--- src/rtl/gpio_bank.sv ---
module gpio_bank #(
  parameter int NPIN = 94,
  parameter int ADDR_W = 12,
  parameter logic [NPIN-1:0] OWN_RESET = '1
) (
  input  logic              clk,
  input  logic              rst_n,
  input  logic [ADDR_W-1:0] bus_addr,
  input  logic              bus_wr,
  input  logic [31:0]       bus_wdata,
  output logic [31:0]       bus_rdata,
  input  logic [NPIN-1:0]   pin_in,
  output logic [NPIN-1:0]   pin_out,
  output logic [NPIN-1:0]   pin_oe,
  output logic [NPIN-1:0]   pin_gpio_sel,
  output logic [2*NPIN-1:0] pin_pull,
  output logic [NPIN-1:0]   pin_sensed,
  output logic              irq_line_sel
);
  localparam int NWORD = (NPIN + 31) / 32;
  localparam int BM_W  = (NWORD > 1) ? $clog2(NWORD) : 1;
  localparam int PIN_W = (NPIN > 1) ? $clog2(NPIN) : 1;
  localparam int IDX_W = ADDR_W - 3;
  localparam logic [ADDR_W-1:0] CFG_BASE  = ADDR_W'('h100);
  localparam logic [ADDR_W-1:0] GCTL_ADDR = ADDR_W'('h7C);
  localparam logic [ADDR_W-3:0] NWORD_A   = (ADDR_W-2)'(NWORD);
  localparam logic [IDX_W-1:0]  NPIN_A    = IDX_W'(NPIN);
  localparam logic [NWORD*32-1:0] OWN_INIT = (NWORD*32)'(OWN_RESET);
  localparam logic [NWORD*32-1:0] VALID    = {(NWORD*32){1'b1}} >> (NWORD*32 - NPIN);

  logic [31:0]       own_w [NWORD];
  logic [NPIN-1:0]   out_lvl, dir_in, use_gpio, sense_dis;
  logic [2*NPIN-1:0] pull;
  logic [NPIN-1:0]   sync1, sync2;
  logic              gsel;

  logic [ADDR_W-3:0] bm_word;
  logic [BM_W-1:0]   bm_idx;
  logic              bm_hit, gctl_hit, cfg_hit, cfg_hi;
  logic [ADDR_W-1:0] cfg_off;
  logic [IDX_W-1:0]  cfg_idx;
  logic [PIN_W-1:0]  cfg_pin;
  logic [NPIN-1:0]   sampled;

  assign bm_word  = bus_addr[ADDR_W-1:2];
  assign bm_idx   = bm_word[BM_W-1:0];
  assign bm_hit   = bm_word < NWORD_A;
  assign gctl_hit = bus_addr == GCTL_ADDR;
  assign cfg_off  = bus_addr - CFG_BASE;
  assign cfg_idx  = cfg_off[ADDR_W-1:3];
  assign cfg_hit  = (bus_addr >= CFG_BASE) && (cfg_idx < NPIN_A);
  assign cfg_pin  = cfg_idx[PIN_W-1:0];
  assign cfg_hi   = bus_addr[2];

  assign sampled      = sync2 & ~sense_dis;
  assign pin_sensed   = sampled;
  assign pin_out      = out_lvl;
  assign pin_gpio_sel = use_gpio;
  assign pin_oe       = use_gpio & ~dir_in;
  assign pin_pull     = pull;
  assign irq_line_sel = gsel;

  always_ff @(posedge clk or negedge rst_n) begin
    if (!rst_n) begin
      sync1 <= '0;
      sync2 <= '0;
    end else begin
      sync1 <= pin_in;
      sync2 <= sync1;
    end
  end

  always_ff @(posedge clk or negedge rst_n) begin
    if (!rst_n) begin
      for (int w = 0; w < NWORD; w++) own_w[w] <= OWN_INIT[w*32 +: 32];
      out_lvl   <= '0;
      dir_in    <= '1;
      use_gpio  <= '0;
      sense_dis <= '1;
      pull      <= '0;
      gsel      <= 1'b0;
    end else if (bus_wr) begin
      if (bm_hit) begin
        own_w[bm_idx] <= bus_wdata & VALID[bm_idx*32 +: 32];
      end else if (gctl_hit) begin
        gsel <= bus_wdata[0];
      end else if (cfg_hit) begin
        if (!cfg_hi) begin
          out_lvl[cfg_pin]  <= bus_wdata[31];
          dir_in[cfg_pin]   <= bus_wdata[2];
          use_gpio[cfg_pin] <= bus_wdata[0];
        end else begin
          sense_dis[cfg_pin]      <= bus_wdata[2];
          pull[{cfg_pin, 1'b0} +: 2] <= bus_wdata[1:0];
        end
      end
    end
  end

  always_comb begin
    bus_rdata = '0;
    if (bm_hit) begin
      bus_rdata = own_w[bm_idx];
    end else if (gctl_hit) begin
      bus_rdata[0] = gsel;
    end else if (cfg_hit) begin
      if (!cfg_hi) begin
        bus_rdata[31] = out_lvl[cfg_pin];
        bus_rdata[30] = sampled[cfg_pin];
        bus_rdata[2]  = dir_in[cfg_pin];
        bus_rdata[0]  = use_gpio[cfg_pin];
      end else begin
        bus_rdata[2]   = sense_dis[cfg_pin];
        bus_rdata[1:0] = pull[{cfg_pin, 1'b0} +: 2];
      end
    end
  end
endmodule

--- config.mk ---
export PLATFORM = sky130hd
export DESIGN_NAME = gpio_bank
export DESIGN_NICKNAME = d
export VERILOG_FILES = /design/src/rtl/gpio_bank.sv
export SDC_FILE = /design/constraint.sdc
export NUM_CORES = 1
export LEC_CHECK = 0
export ABC_CLOCK_PERIOD_IN_PS = 5590
export BUFFER_PORTS_ARGS = -buffer_cell sky130_fd_sc_hd__buf_2
export CORE_AREA = 2 2 284 286
export CTS_BUF_LIST = sky130_fd_sc_hd__clkbuf_16
export DETAILED_ROUTE_END_ITERATION = 16
export DIE_AREA = 0 0 286 288
export PLACE_DENSITY_LB_ADDON = 0.3
export SYNTH_ARGS = -nofsm -noshare
export SYNTH_HDL_FRONTEND = slang
export SYNTH_SLANG_ARGS = --single-unit
--- constraint.sdc ---
create_clock -name clk -period 5.59 [get_ports clk]
set_clock_uncertainty 0.15 [all_clocks]
set_input_delay 0.559 -clock clk [delete_from_list [all_inputs] [get_ports clk]]
set_output_delay 0.559 -clock clk [all_outputs]
set_load 0.02 [all_outputs]
==> results.cfg <==
[synth]
yosysWarnings = 0
netlist_instances = 3214
syn-cell-area_um2 = 39300
ys.flop_type = dfrtp_1
avgSynthCellArea_um2 = 12.2
synth.top_cell.area_share_pct = 36.1
yosys.area.top_type = dfrtp_1
synth-seq-cells = 849
yosys-top-cells-area = dfrtp_1 36%, mux2_2 19%, dfstp_2 19%, nor2_1 3.7%, nor2b_1 3.2%
synth_nets = 3364
synthArstFlopShare_pct = 100
ys_types = 80
synth_edf_count = 0
seq_area_frac_synth_pct = 55.0

[grt]
grt-busiest-layer = met2
grt_use_total_pct = 39.0
grt_pass1_vias = 31900
grt_max_degree = 128
grt_antenna_before_repair = 11
grtUsageMet3_pct = 11.6
grt_use_met1_pct = 49.7
grt_pass1_wl_um = 231000
globalRoute.totalOverflow = 0
grtUsageMet2_pct = 60.6

[power_and_ir_drop]
p_int_mw = 10.2
switching_share_pct = 26.6
pwr-share-clk_pct = 43.3
total_power_mw = 13.9
ir_worst_vdd_v = 0.000282
p_per_area_nw_per_um2 = 287
seqPwrFrac_pct = 47.1
leakage_nw = 23.1
p_switching_mw = 3.69
combPwrFrac_pct = 9.7

[place]
pre_cts_ws_ns = 0.565
dp.final_hpwl_um = 117000
port_buffers = 737
place_area_um2 = 44100
place_congestion = 0.990

[routing]
avgViaCountPerCell = 6.27
drtPass1Iterations = 6
drt-initial-drc-count = 3663
vias = 32500
wl_per_cell_um = 31.8
ant_nets = 0
drc = 0
wirelength_um = 165000

[worst_setup_path]
critPathRequiredTime_ns = 4.88
cp-startpoint = bus_addr[8]
r2r-start = pin_gpio_sel[56]
worstPathArrival_ns = 4.51
path_delay_family = compound AO/OA/AOI/OAI gates
endpoint_kind = output pin
crit_type = in -> out
r2r-end = pin_gpio_sel[56]
crit_path_frequent_cell = buf_2
worst-r2r-cell-count = 1
cp_num_buf_inv = 3
path_cells = buf_2 -> inv_1 -> ha_1 -> xnor2_1 -> o211a_1 -> nand2_1 -> or3_1 -> o311ai_0 -> buf_2
start_kind = input port
worstPathMaxFanout = 18
slowest_stage = o311ai_0
r2r_setup_slack_ns = 4.45
slowest_delay_ns = 1.28

[floorplanning]
die_w_um = 286
die_height_um = 288
start_util_pct = 49.3
row_count = 104
ioPinCount = 738
coreArea_um2 = 79600
dieArea_um2 = 82400

[clocking]
cts_max_level = 3
cts_tree = built
clockRootBuffer = clkbuf_16
cts.path.max_buffers = 3
cts_resized = 0
clock-sinks = 849
numCtsBuffers = 89
clkSlewWorstSetupHoldPaths_ns = 0.06
clk_latency_ns = 0.68

[sta]
final_hold_viol_count = 0
fin_ws_ns = 0.376
tightestPinTransition_ns = 1.47
rsz0062_at_grt = no
slew_violations = 0
relSlewSlack_pct = 1.02
min_period_ns = 5.21
period_share_pct = 93.3
max_freq_ghz = 0.192
setup_viol = 0
fin_tns_setup_ns = 0

[min_path]
hp-class = in -> reg
hold_end = own_w[42]
min-delay-start = bus_wdata[10]
holdPathStages = 2

[cells_and_area]
nets = 4185
final_cell_mix = 730 x buf_2, 661 x mux2_2, 567 x dfrtp_1, 384 x nor2_1, 282 x dfstp_2
layout_commonest_cell = buf_2
area_growth_pct = 22.8
fin_util_pct = 60.6
nFillCells = 6513
layout-drive-gt1-share_pct = 48.0
design_area_um2 = 48300
ff_latch_area_um2 = 21600
multi_input_area_um2 = 16600

[run]
max_cap_violations = 1

[outcome]
failed_checks = capacitance limit
status = finished with violations
-- worst max-delay path by stage --
| stage | cells past startpoint | slack [ns] | endpoint |
|---|---|---|---|
| 2_1_floorplan | 14 | 1.78 | pin_pull[82] |
| 3_3_place_gp | 9 | 0.57 | bus_rdata[2] |
| 3_5_place_dp | 9 | 0.57 | bus_rdata[2] |
| 4_1_cts | 9 | 0.51 | bus_rdata[2] |
| 5_1_grt | 9 | 0.33 | bus_rdata[2] |
| 6_report | 9 | 0.38 | bus_rdata[2] |
-- stage by stage --
| stage | hold WS [ns] | cells |
|---|---|---|
| floorplan | 0.113 | 3214 |
| global placement | 0.182 | 4884 |
| detailed placement | 0.185 | 4884 |
| CTS | 0.000262 | 5172 |
| global route | 0.0105 | 5173 |
| finish | 0.0233 | 5178 |
-- registers in the layout, summed over array words and instances, names as in the netlist --
signal and count:
dir_in 94, irq_line_sel 1, own_w 96, pin_gpio_sel 94, pin_out 94, pin_pull 188, sense_dis 94, sync1 94
sync2 94
-- what timing repair did --
action | CTS | global route
setup buffers | 0 | 0
hold endpoints to repair | 212 | 0
hold buffers | 120 | 0
-- Yosys cell counts, drive strengths merged, types with 4 or more instances --
cell type and instances:
nor2 403, clkbuf 128, a221o 12, o211ai 20
a211o 4, and2 12, dfrtp 567, nor3 27
o21a 7, o21ai 84, buf 92, inv 13
a22oi 28, ha 9, o31ai 4, o41ai 29
or2 13, a2111oi 4, nand3 24, mux4 20
mux2 681, mux2i 101, xnor2 9, o221ai 18
dfstp 282, a211oi 10, o22ai 83, nor2b 199
o311ai 4, a21oi 74, a31oi 6, nand2b 9
or3 5, nand2 123, a221oi 31, nor4 12
nand4 9, o2bb2ai 5
-- layout make-up --
class,count,share of cell area (%)
Antenna cell,6,0.0311
Tap cell,1060,2.75
Timing Repair Buffer,950,11.8
Clock inverter,79,1.50
Inverter,14,0.109
Sequential cell,849,44.8
Multi-Input combinational cell,2131,34.4
Clock buffer,89,4.61
-- power by group through the flow --
stage	logic, mW	clock network [mW]	registers, mW
2_1_floorplan	0.636	0	6.61
3_3_place_gp	1.23	0	6.62
3_5_place_dp	1.24	0	6.62
4_1_cts	1.31	6.03	6.52
5_1_grt	1.40	6.31	6.54
6_report	1.34	6.00	6.53
-- metal layers --
metal  share of wire [%]  up-vias
met5               0.018        -
met4                 5.8        6
met3                  11      533
met2                  46     2198
met1                  38    16500
li1                    -    13200
-- kinds of logic after synthesis --
family          share of synthesized area, %
simple gates                            10.5
fa+ha+maj                              0.287
flops                                   55.0
mux                                     23.2
compound gates                          7.98
xor+xnor                               0.261
buf+inv                                 2.81
Power figures use the tool's default switching activity.
